$ cat src/rtl/turngap_pkg.sv
package turngap_pkg;
  typedef enum logic {DIR_WRITE = 1'b0, DIR_READ = 1'b1} dir_e;
  localparam int DEF_AREAS    = 7;
  localparam int DEF_IDLE_W   = 2;
  localparam int NO_IDLE_AREA = 1;
endpackage

$ cat src/rtl/turngap_history.sv
module turngap_history
  import turngap_pkg::*;
#(
  parameter int AREA_W = 3
) (
  input  logic              clk,
  input  logic              rst,
  input  logic              take,
  input  logic [AREA_W-1:0] take_area,
  input  dir_e              take_dir,
  input  logic              arb_pulse,
  output logic              hist_valid,
  output logic [AREA_W-1:0] hist_area,
  output dir_e              hist_dir,
  output logic              arb_seen
);
  always_ff @(posedge clk) begin
    if (rst) begin
      hist_valid <= 1'b0;
      hist_area  <= '0;
      hist_dir   <= DIR_WRITE;
      arb_seen   <= 1'b0;
    end else begin
      if (take) begin
        hist_valid <= 1'b1;
        hist_area  <= take_area;
        hist_dir   <= take_dir;
        arb_seen   <= 1'b0;
      end else if (arb_pulse) begin
        arb_seen   <= 1'b1;
      end
    end
  end
endmodule

$ cat src/rtl/turngap_empty_ctr.sv
module turngap_empty_ctr #(
  parameter int CNT_W = 2
) (
  input  logic             clk,
  input  logic             rst,
  input  logic             bus_used,
  output logic [CNT_W-1:0] empty_cnt
);
  localparam logic [CNT_W-1:0] CNT_MAX = '1;

  always_ff @(posedge clk) begin
    if (rst) begin
      empty_cnt <= '0;
    end else if (bus_used) begin
      empty_cnt <= '0;
    end else if (empty_cnt != CNT_MAX) begin
      empty_cnt <= empty_cnt + 1'b1;
    end
  end
endmodule

$ cat src/rtl/turngap_need.sv
module turngap_need
  import turngap_pkg::*;
#(
  parameter int NUM_AREAS = 7,
  parameter int IDLE_W    = 2,
  parameter int AREA_W    = 3
) (
  input  logic                        hist_valid,
  input  logic [AREA_W-1:0]           hist_area,
  input  dir_e                        hist_dir,
  input  logic                        arb_any,
  input  logic [AREA_W-1:0]           req_area,
  input  dir_e                        req_dir,
  input  logic [NUM_AREAS*IDLE_W-1:0] idle_cfg,
  output logic [IDLE_W-1:0]           need
);
  logic [IDLE_W-1:0] field_arr [NUM_AREAS];
  logic [IDLE_W-1:0] sel_field;
  logic              turnaround;

  for (genvar a = 0; a < NUM_AREAS; a++) begin : g_field
    if (a == NO_IDLE_AREA) begin : g_none
      logic [IDLE_W-1:0] unused_field;
      assign unused_field = idle_cfg[a*IDLE_W +: IDLE_W];
      assign field_arr[a] = '0;
    end else begin : g_cfg
      assign field_arr[a] = idle_cfg[a*IDLE_W +: IDLE_W];
    end
  end

  always_comb begin
    sel_field = '0;
    if (int'(hist_area) < NUM_AREAS) begin
      sel_field = field_arr[hist_area];
    end
  end

  assign turnaround = (hist_area != req_area) ||
                      (hist_dir == DIR_READ && req_dir == DIR_WRITE);

  assign need = (hist_valid && !arb_any && turnaround) ? sel_field : '0;
endmodule

$ cat src/rtl/turngap_top.sv
module turngap_top
  import turngap_pkg::*;
#(
  parameter  int NUM_AREAS = DEF_AREAS,
  parameter  int IDLE_W    = DEF_IDLE_W,
  localparam int AREA_W    = (NUM_AREAS > 1) ? $clog2(NUM_AREAS) : 1,
  localparam int CFG_W     = NUM_AREAS * IDLE_W
) (
  input  logic              clk,
  input  logic              rst,
  input  logic              req_valid,
  input  logic [AREA_W-1:0] req_area,
  input  logic              req_write,
  input  logic              acc_active,
  input  logic              arb_event,
  input  logic [CFG_W-1:0]  idle_cfg,
  output logic              start_grant,
  output logic              holdoff_busy
);
  dir_e              req_dir;
  logic              hist_valid;
  logic [AREA_W-1:0] hist_area;
  dir_e              hist_dir;
  logic              arb_seen;
  logic [IDLE_W-1:0] need;
  logic [IDLE_W-1:0] empty_cnt;
  logic              gap_met;

  assign req_dir = req_write ? DIR_WRITE : DIR_READ;

  turngap_history #(.AREA_W(AREA_W)) u_hist (
    .clk        (clk),
    .rst        (rst),
    .take       (start_grant),
    .take_area  (req_area),
    .take_dir   (req_dir),
    .arb_pulse  (arb_event),
    .hist_valid (hist_valid),
    .hist_area  (hist_area),
    .hist_dir   (hist_dir),
    .arb_seen   (arb_seen)
  );

  turngap_need #(
    .NUM_AREAS (NUM_AREAS),
    .IDLE_W    (IDLE_W),
    .AREA_W    (AREA_W)
  ) u_need (
    .hist_valid (hist_valid),
    .hist_area  (hist_area),
    .hist_dir   (hist_dir),
    .arb_any    (arb_seen | arb_event),
    .req_area   (req_area),
    .req_dir    (req_dir),
    .idle_cfg   (idle_cfg),
    .need       (need)
  );

  turngap_empty_ctr #(.CNT_W(IDLE_W)) u_empty (
    .clk       (clk),
    .rst       (rst),
    .bus_used  (start_grant | acc_active),
    .empty_cnt (empty_cnt)
  );

  assign gap_met      = (empty_cnt >= need);
  assign start_grant  = req_valid && !acc_active && gap_met;
  assign holdoff_busy = req_valid && !start_grant;
endmodule

$ cat config.mk
export PLATFORM = sky130hd
export DESIGN_NAME = turngap_top
export DESIGN_NICKNAME = d
export VERILOG_FILES = /design/src/rtl/turngap_pkg.sv /design/src/rtl/turngap_history.sv /design/src/rtl/turngap_empty_ctr.sv /design/src/rtl/turngap_need.sv /design/src/rtl/turngap_top.sv
export SDC_FILE = /design/constraint.sdc
export NUM_CORES = 1
export LEC_CHECK = 0
export BUFFER_PORTS_ARGS = -buffer_cell sky130_fd_sc_hd__buf_2
export CORE_AREA = 2 2 39 41
export CTS_BUF_LIST = sky130_fd_sc_hd__clkbuf_4
export DETAILED_ROUTE_END_ITERATION = 10
export DIE_AREA = 0 0 41 43
export GPL_TIMING_DRIVEN = 0
export HOLD_SLACK_MARGIN = 0.02
export PLACE_DENSITY = 0.73
export SLEW_MARGIN = 20
export SYNTH_ARGS = -nofsm -noshare
export SYNTH_HDL_FRONTEND = slang
export SYNTH_HIERARCHICAL = 1
export SYNTH_SLANG_ARGS = --single-unit
$ cat constraint.sdc
create_clock -name clk -period 2.4 [get_ports clk]
set_input_delay 0.24 -clock clk [delete_from_list [all_inputs] [get_ports clk]]
set_output_delay 0.24 -clock clk [all_outputs]
set_load 0.01 [all_outputs]
==> results.md, run 1 <==
| Item | Reported | Unit |
|---|---|---|
| Sequential cell area fraction in the yosys report | 29.22 | % |
| Floorplan die height | 43 | um |
| Ratio of cells with drive above 1 in the final layout | 48.81 | % |
| Via-per-instance ratio | 5.160 | - |
| Most frequently used cell type in the post-synthesis netlist | sky130_fd_sc_hd__mux2i_1 | - |
| Routed wirelength normalized by instance count | 12.70 | um |
| TritonCTS clock tree | built | - |
| Peak supply drop | 0.2952 | mV |
| Final ANT Viol Nets | 0 | - |
| Number of warning messages in the yosys log | 6 | - |
| Mean Syn Cell Area | 9.449 | sq um |
| Count of flip-flops with a built-in enable after synthesis | 0 | - |
| Clock network latency to the later pin of the worst-skew pair | 0.26 | ns |
| Filler cell count in the final layout | 125 | - |
| Placeable core area | 0.001384 | sq mm |
| Synthesis-to-finish area growth | 41.32 | % |
| Max-slew violation count | 0 | - |
| Cell area after layout | 774.5 | sq um |
| Relative slew margins | 78.86 | % |
| Portion of synthesized cell area occupied by the leading cell type | 29.22 | % |
| Fmax | 400.6 | MHz |
| Portion of netlist area occupied by mux cells | 24.66 | % |
| Number of nets at the end of the flow | 112 | - |
| Post-route clock period utilization | 104.0 | % |
| Status | finished, violations left | - |
| Most common flop cell mapped by yosys | sky130_fd_sc_hd__dfxtp_1 | - |
| TritonCTS buffer count | 3 | - |
| Hold/Removal Path Class | input port to register | - |
| Largest family of logic cells by synthesized area | multiplexers | - |
| Setup repair after global routing missed its margin | true | - |
| Fin worst setup slack | -0.09651 | ns |
| Minimum clock period | 2.497 | ns |
| Drt total wl | 1270 | um |
| Quantity of hold-fixing buffers added after cts | 0 | - |
| Sum of negative setup slack | -0.1557 | ns |
| Register bit total from synthesis | 8 | - |
| Launching element type of the critical path | register | - |
| Number of optimization iterations in the first detailed-route pass | 4 | - |
| Worst Hold Slack | 0.2547 | ns |
| Worst endpoint required time | 2.16 | ns |
| Initial Utilization | 39.60 | % |
| Total area of multi-input combinational cells | 415.4 | sq um |
| Setup crit end kind | output pin | - |
| Synth area leader | sky130_fd_sc_hd__dfxtp_1 | - |
| Adder-cell share of the synthesized area | 6.849 | % |
| Total power of the final layout | 339.3 | uW |
| Root buffer selected by CTS | sky130_fd_sc_hd__clkbuf_4 | - |
| Remaining global-route overflow | 0 | - |
| Final Hold Fails | 0 | - |
| Placed instance area | 683.2 | sq um |
| Area taken by flip-flops and latches | 161.4 | sq um |
| Clock tree buffer depth | 2 | - |
| Setup slack after placement | -0.01055 | ns |
| Post-synth top cells | sky130_fd_sc_hd__mux2i_1 (9), sky130_fd_sc_hd__dfxtp_1 (8), sky130_fd_sc_hd__nor2_1 (7) | - |
| Synth unique cells | 19 | - |
| Arr. time, crit path | 2.26 | ns |
| PwrDens | 438.1 | mW/mm^2 |
| First-pass GRT wire length | 2263 | um |
| Share of synthesized cell area in and, or, nand and nor gates | 19.41 | % |
| Worst Clk Skew | 0.002674 | ns |
| H-tree depth | 1 | - |
| Actual transition at the worst max-transition pin | 0.3170 | ns |
| Die width | 41 | um |
| Number of DRC markers in iteration 0 | 5 | - |
| Pleak | 0.3464 | nW |
| Routed via count | 516 | - |
| Top cells by area in the synthesized netlist | sky130_fd_sc_hd__dfxtp_1 (29%), sky130_fd_sc_hd__mux2i_1 (16%), sky130_fd_sc_hd__mux4_2 (8.2%) | - |
| Net count after synthesis | 84 | - |
| Top-level I/O count | 25 | - |
| Placer Congestion | 0.6616 | - |
| Final setup fails | 2 | - |
| Total global routing track utilization | 19.48 | % |
| Worst setup slack for register-to-register paths | 0.04 | ns |
| Proportion of synthesized flip-flops having asynchronous set or reset | 0 | % |
| Synth Area in XOR/XNOR | 6.393 | % |
| Peak fanout along the critical path | 5 | - |
| Count of port buffers added during placement | 22 | - |
| Synthesized-area fraction occupied by ao, oa, aoi and oai cells | 5.936 | % |
| Number of clock sinks seen by CTS | 8 | - |
| Worst Path Class, Setup | register to output pin | - |
| Rows | 14 | - |
| Pin count of the biggest net entering global routing | 9 | - |
| Final antenna diode count | 0 | - |
| Post-Synthesis Cells | 58 | - |
| Failing checks | negative setup slack | - |
| Initial antenna violation count | 0 | - |
| Final routed DRC violation total | 0 | - |
| Cell area after synthesis | 548.0 | sq um |
| Maxcap violations | 0 | - |
| Vias in the first global route | 574 | - |
| Die Outline Area | 0.001763 | sq mm |
| Final HPWL from detailed placement | 921.4 | um |
| Clock-pin slew reported for the worst setup and hold paths after clock tree synthesis | 0.05 | ns |
routing by layer:
| layer | up-vias | track usage (%) | part of all wire (%) |
|---|---|---|---|
| met3 | 4 | 8.377 | 4.4 |
| met1 | 249 | 19.61 | 42 |
| met2 | 11 | 32.50 | 52 |
| met5 | - | 0 | 0 |
| li1 | 252 | - | - |
| met4 | 0 | 8.667 | 1.5 |
per-stage QoR:
step	util, %	std cells
after floorplan	-	58
after global placement	49.37	96
after detailed placement	49.37	96
after CTS	56.78	101
after global routing	55.97	100
final	55.97	100
critical path, stage by stage (launching register included):
cell and delay (ns):
sky130_fd_sc_hd__dfxtp_2 0.33, sky130_fd_sc_hd__buf_6 0.13, sky130_fd_sc_hd__nand2b_4 0.13, sky130_fd_sc_hd__mux4_2 0.48
sky130_fd_sc_hd__nor3_2 0.14, sky130_fd_sc_hd__ha_1 0.25, sky130_fd_sc_hd__nand2b_4 0.15, sky130_fd_sc_hd__a21oi_4 0.15
sky130_fd_sc_hd__o21a_1 0.12, sky130_fd_sc_hd__buf_2 0.12
worst paths after layout:
path / depth (start not counted) / startpoint / endpoint
worst max-delay path: 9 / u_hist/hist_area[1] / holdoff_busy
worst min-delay path: 3 / req_area[2] / u_hist/hist_area[2]
worst max register to register: 11 / u_hist/hist_area[1] / u_hist/hist_area[0]
worst min register to register: 2 / u_hist/hist_valid / u_hist/hist_valid
power breakdown:
part	leakage (nW)	switching (mW)	internal, mW
logic	0.267	0.0386	0.0471
clock network	0.0138	0.0491	0.0575
registers	0.0660	0.00694	0.140
layout by cell type, fill, tap and decap left out, drive strengths merged, types with 2 or more instances in the layout:
cell	count
dfxtp	8
inv	5
ha	3
xor2	4
mux4	2
nand2b	3
buf	25
nor2	7
clkbuf	3
nand2	2
nor3	6
mux2i	9
timing repair:
| action | CTS | global route |
|---|---|---|
| setup buffers | 1 | 0 |
| resized for setup | 11 | 0 |
| setup endpoints to repair | 6 | 8 |
| pin swaps | 2 | 0 |
| cloned | 1 | 0 |
cells by family after synthesis:
kind of cell | after synthesis
AOI/OAI and AO/OA | 4
DFF | 8
xor gates and xnor gates | 4
and+or+nand+nor | 21
adders and majority gates | 3
muxes | 11
buffers and inverters | 7
flip-flops by register name (all words and copies together), names as in the netlist:
register           flops
u_empty/empty_cnt      2
u_hist/hist_dir        1
u_hist/arb_seen        1
u_hist/hist_area       3
u_hist/hist_valid      1
final cells by class:
type | instances | area share (%)
inverters | 5 | 2.423
flip-flops and latches | 8 | 20.84
multi-input cells | 43 | 53.63
clock buffers | 3 | 2.908
well taps | 16 | 2.585
plain buffers | 1 | 1.454
repair buffers | 24 | 16.16
(Power assumes the default switching activity.)
==> inputs of run 2 (changes only) <==
--- a/config.mk
+++ b/config.mk
@@ -13,6 +13,7 @@
 export GPL_TIMING_DRIVEN = 0
 export HOLD_SLACK_MARGIN = 0.02
 export PLACE_DENSITY = 0.73
+export REMOVE_ABC_BUFFERS = 1
 export SLEW_MARGIN = 20
 export SYNTH_ARGS = -nofsm -noshare
 export SYNTH_HDL_FRONTEND = slang
==> constraint.sdc (replaced) <==
create_clock -name clk -period 2.5 [get_ports clk]
set_input_delay 0.25 -clock clk [delete_from_list [all_inputs] [get_ports clk]]
set_output_delay 0.25 -clock clk [all_outputs]
set_load 0.01 [all_outputs]
==> run 2 against run 1 <==
  * The run now ends clean
  * Clock skew grew 0.0013 ns
  * Count of clock-buffer cells in the layout unchanged
  * Worst setup slack improved by 0.15 ns
  * Sequential power decreased by 3%
  * Sequential cell count is the same
  * Utilization grew 0.72 points
  * Global-route usage down 5.0 points
  * Combinational power is 7.0% lower
  * Power decreased by 6.8%
  * Critical endpoint unchanged
==> results.md, run 2 (same netlist as run 1, synthesis figures left out) <==
| Item | Reported | Unit | Change |
|---|---|---|---|
| Status | completed | - |  |
| Largest registers | u_hist/hist_area (3), u_empty/empty_cnt (2) | - |  |
| Relative slew margins | 77.72 | % | -1.1 points |
| Fmax | 408.3 | MHz |  |
| Initial Utilization | 39.60 | % | unchanged |
| Clock network latency to the later pin of the worst-skew pair | 0.25 | ns | about the same |
| Cell area after layout | 784.5 | sq um | +1.3% |
| Number of DRC markers in iteration 0 | 1 | - | -4 |
| Final Hold Fails | 0 | - | unchanged |
| Clock-pin slew reported for the worst setup and hold paths after clock tree synthesis | 0.05 | ns | about the same |
| Final antenna diode count | 0 | - | unchanged |
| Number of clock sinks seen by CTS | 8 | - | unchanged |
| Chain of cells forming the critical path | buf_6 -> nand2_1 -> mux4_2 -> nor3_2 -> ha_1 -> nand2b_4 -> a21oi_4 -> o21a_1 -> buf_2 | - |  |
| Total global routing track utilization | 14.44 | % | -5.0 points |
| Switch Pwr | 82.03 | uW | -13% |
| Top-level I/O count | 25 | - | unchanged |
| TritonCTS buffer count | 3 | - | unchanged |
| Rows | 14 | - | unchanged |
| Remaining global-route overflow | 0 | - | unchanged |
| Setup repair after global routing missed its margin | true | - |  |
| Clock network fraction of design power | 29.8 | % | -1.6 points |
| Worst Path Class, Setup | register to output pin | - |  |
| Ratio of cells with drive above 1 in the final layout | 49.41 | % | +0.60 points |
| PwrDens | 402.9 | mW/mm^2 | -8.0% |
| Critical-path top delay cell | sky130_fd_sc_hd__mux4_2 | - |  |
| Placeable core area | 0.001384 | sq mm | unchanged |
| Initial antenna violation count | 0 | - | unchanged |
| Maxcap violations | 0 | - | unchanged |
| Peak fanout along the critical path | 7 | - | +2 |
| Worst endpoint required time | 2.25 | ns | +0.09 ns |
| Count of placed standard cells in the final layout, fillers left out | 101 | - | +1.0% |
| Part of the total power dissipated in sequential elements | 44.9 | % | +1.5 points |
| Maximum cell stage delay along the critical path | 0.45 | ns | -0.03 ns |
| Synthesis-to-finish area growth | 43.15 | % |  |
| Die width | 41 | um | unchanged |
| Peak supply drop | 0.2890 | mV | -2.1% |
| Number of nets at the end of the flow | 113 | - | +0.89% |
| Leading cell type in the layout, fill and taps excluded | sky130_fd_sc_hd__buf_2 | - |  |
| Actual transition at the worst max-transition pin | 0.3341 | ns | +0.01712 ns |
| Pleak | 0.3514 | nW | +1.4% |
| Filler cell count in the final layout | 129 | - | +3.2% |
| Minimum clock period | 2.449 | ns |  |
| Launching element type of the critical path | register | - |  |
| H-tree depth | 1 | - | unchanged |
| Combinational share of power | 25.2 | % | about the same |
| Core occupancy in the finished layout | 56.69 | % | +0.72 points |
| Routed wirelength normalized by instance count | 10.83 | um | -15% |
| Placed instance area | 655.6 | sq um | -4.0% |
| Final ANT Viol Nets | 0 | - | unchanged |
| TritonCTS clock tree | built | - |  |
| Die Outline Area | 0.001763 | sq mm | unchanged |
| Setup crit end kind | output pin | - |  |
| Clock tree buffer depth | 2 | - | unchanged |
| Max-slew violation count | 0 | - | unchanged |
| Number of optimization iterations in the first detailed-route pass | 4 | - | unchanged |
| Final HPWL from detailed placement | 852 | um | -7.5% |
| Quantity of hold-fixing buffers added after cts | 0 | - | unchanged |
| # placed instances | 94 | - | -2.1% |
| Final setup fails | 0 | - | -2 |
| Routed via count | 501 | - | -2.9% |
| Floorplan die height | 43 | um | unchanged |
| Number of flip-flops under the largest register name | 3 | - | unchanged |
| Final routed DRC violation total | 0 | - | unchanged |
| Arr. time, crit path | 2.20 | ns | -0.06 ns |
| Vias in the first global route | 490 | - | -15% |
| Pin count of the biggest net entering global routing | 12 | - | +3 |
| Switching power as a share of total power | 25.96 | % | -1.9 points |
| Int Power | 234.0 | uW | -4.3% |
| Largest register by flop count | u_hist/hist_area | - |  |
| Most used cells in the layout excluding fill and tap cells | sky130_fd_sc_hd__buf_2 (22), sky130_fd_sc_hd__mux2i_1 (9), sky130_fd_sc_hd__nor2_1 (7) | - |  |
| Via-per-instance ratio | 4.960 | - | -3.9% |
| Post-route clock period utilization | 97.96 | % |  |
| Worst Clk Skew | 0.003948 | ns | +0.001274 ns |
| Sum of negative setup slack | 0 | ns | +0.1557 ns |
| Count of port buffers added during placement | 22 | - | unchanged |
| Root buffer selected by CTS | sky130_fd_sc_hd__clkbuf_4 | - |  |
| Hold/Removal Path Class | input port to register | - |  |
| Drt total wl | 1094 | um | -14% |
| Placer Congestion | 0.7436 | - | +12% |
| First-pass GRT wire length | 1766 | um | -22% |
==> run 2: area by class of cell <==
type	instances	area [sq um]	share of cell area, %
Clock buffer	3	22.52	2.871
Multi-Input combinational cell	43	414.1	52.79
Inverter	5	18.77	2.392
Sequential cell	8	165.2	21.05
Tap cell	16	20.02	2.552
Timing Repair Buffer	26	143.9	18.34
==> run 2: final timing paths <==
kind	to	from	slack [ns]	depth (start not counted)
min	u_hist/hist_area[0]	req_area[0]	0.27	3
min reg2reg	u_hist/hist_valid	u_hist/hist_valid	0.48	2
max reg2reg	u_hist/hist_area[1]	u_hist/hist_area[1]	0.24	11
max	holdoff_busy	u_hist/hist_area[1]	0.05	9
==> run 2: stage by stage <==
step	hold slack (ns)	total power [mW]	worst slack, ns
floorplan	0.3209	0.1799	-0.2662
global placement	0.4488	0.2045	-0.6101
detailed placement	0.4701	0.2065	-0.5901
CTS	0.2698	0.3118	0.01324
global route	0.2752	0.3396	-0.09676
finish	0.2729	0.3160	0.05110
==> run 2: repair_timing <==
| item | in CTS | in global routing |
|---|---|---|
| pin swaps | 2 | 2 |
| gates resized for setup | 8 | 7 |
| endpoints found under the setup margin | 8 | 2 |
| setup buffers | 2 | 2 |
==> run 2: worst max-delay path, delay by kind of cell, from the launching register on <==
kind,cells,cell delay [ns]
simple gates,3,0.31
compound gates,2,0.32
mux,1,0.45
flops,1,0.39
buf+inv,2,0.25
fa+ha+maj,1,0.24
==> run 2: power by group through the flow <==
stage,clock [mW],sequential (mW),combinational [mW]
final,0.0943,0.142,0.0797
after global routing,0.108,0.143,0.0887
after CTS,0.0998,0.142,0.0698
after detailed placement,0,0.145,0.0613
after global placement,0,0.145,0.0596
after floorplan,0,0.143,0.0364
==> run 2: layer usage <==
layer  GRT usage (%)  routed length, um
met2           24.38                577
met1           16.07                457
met4           2.000                  0
met5               0                  0
met3           6.806                 59
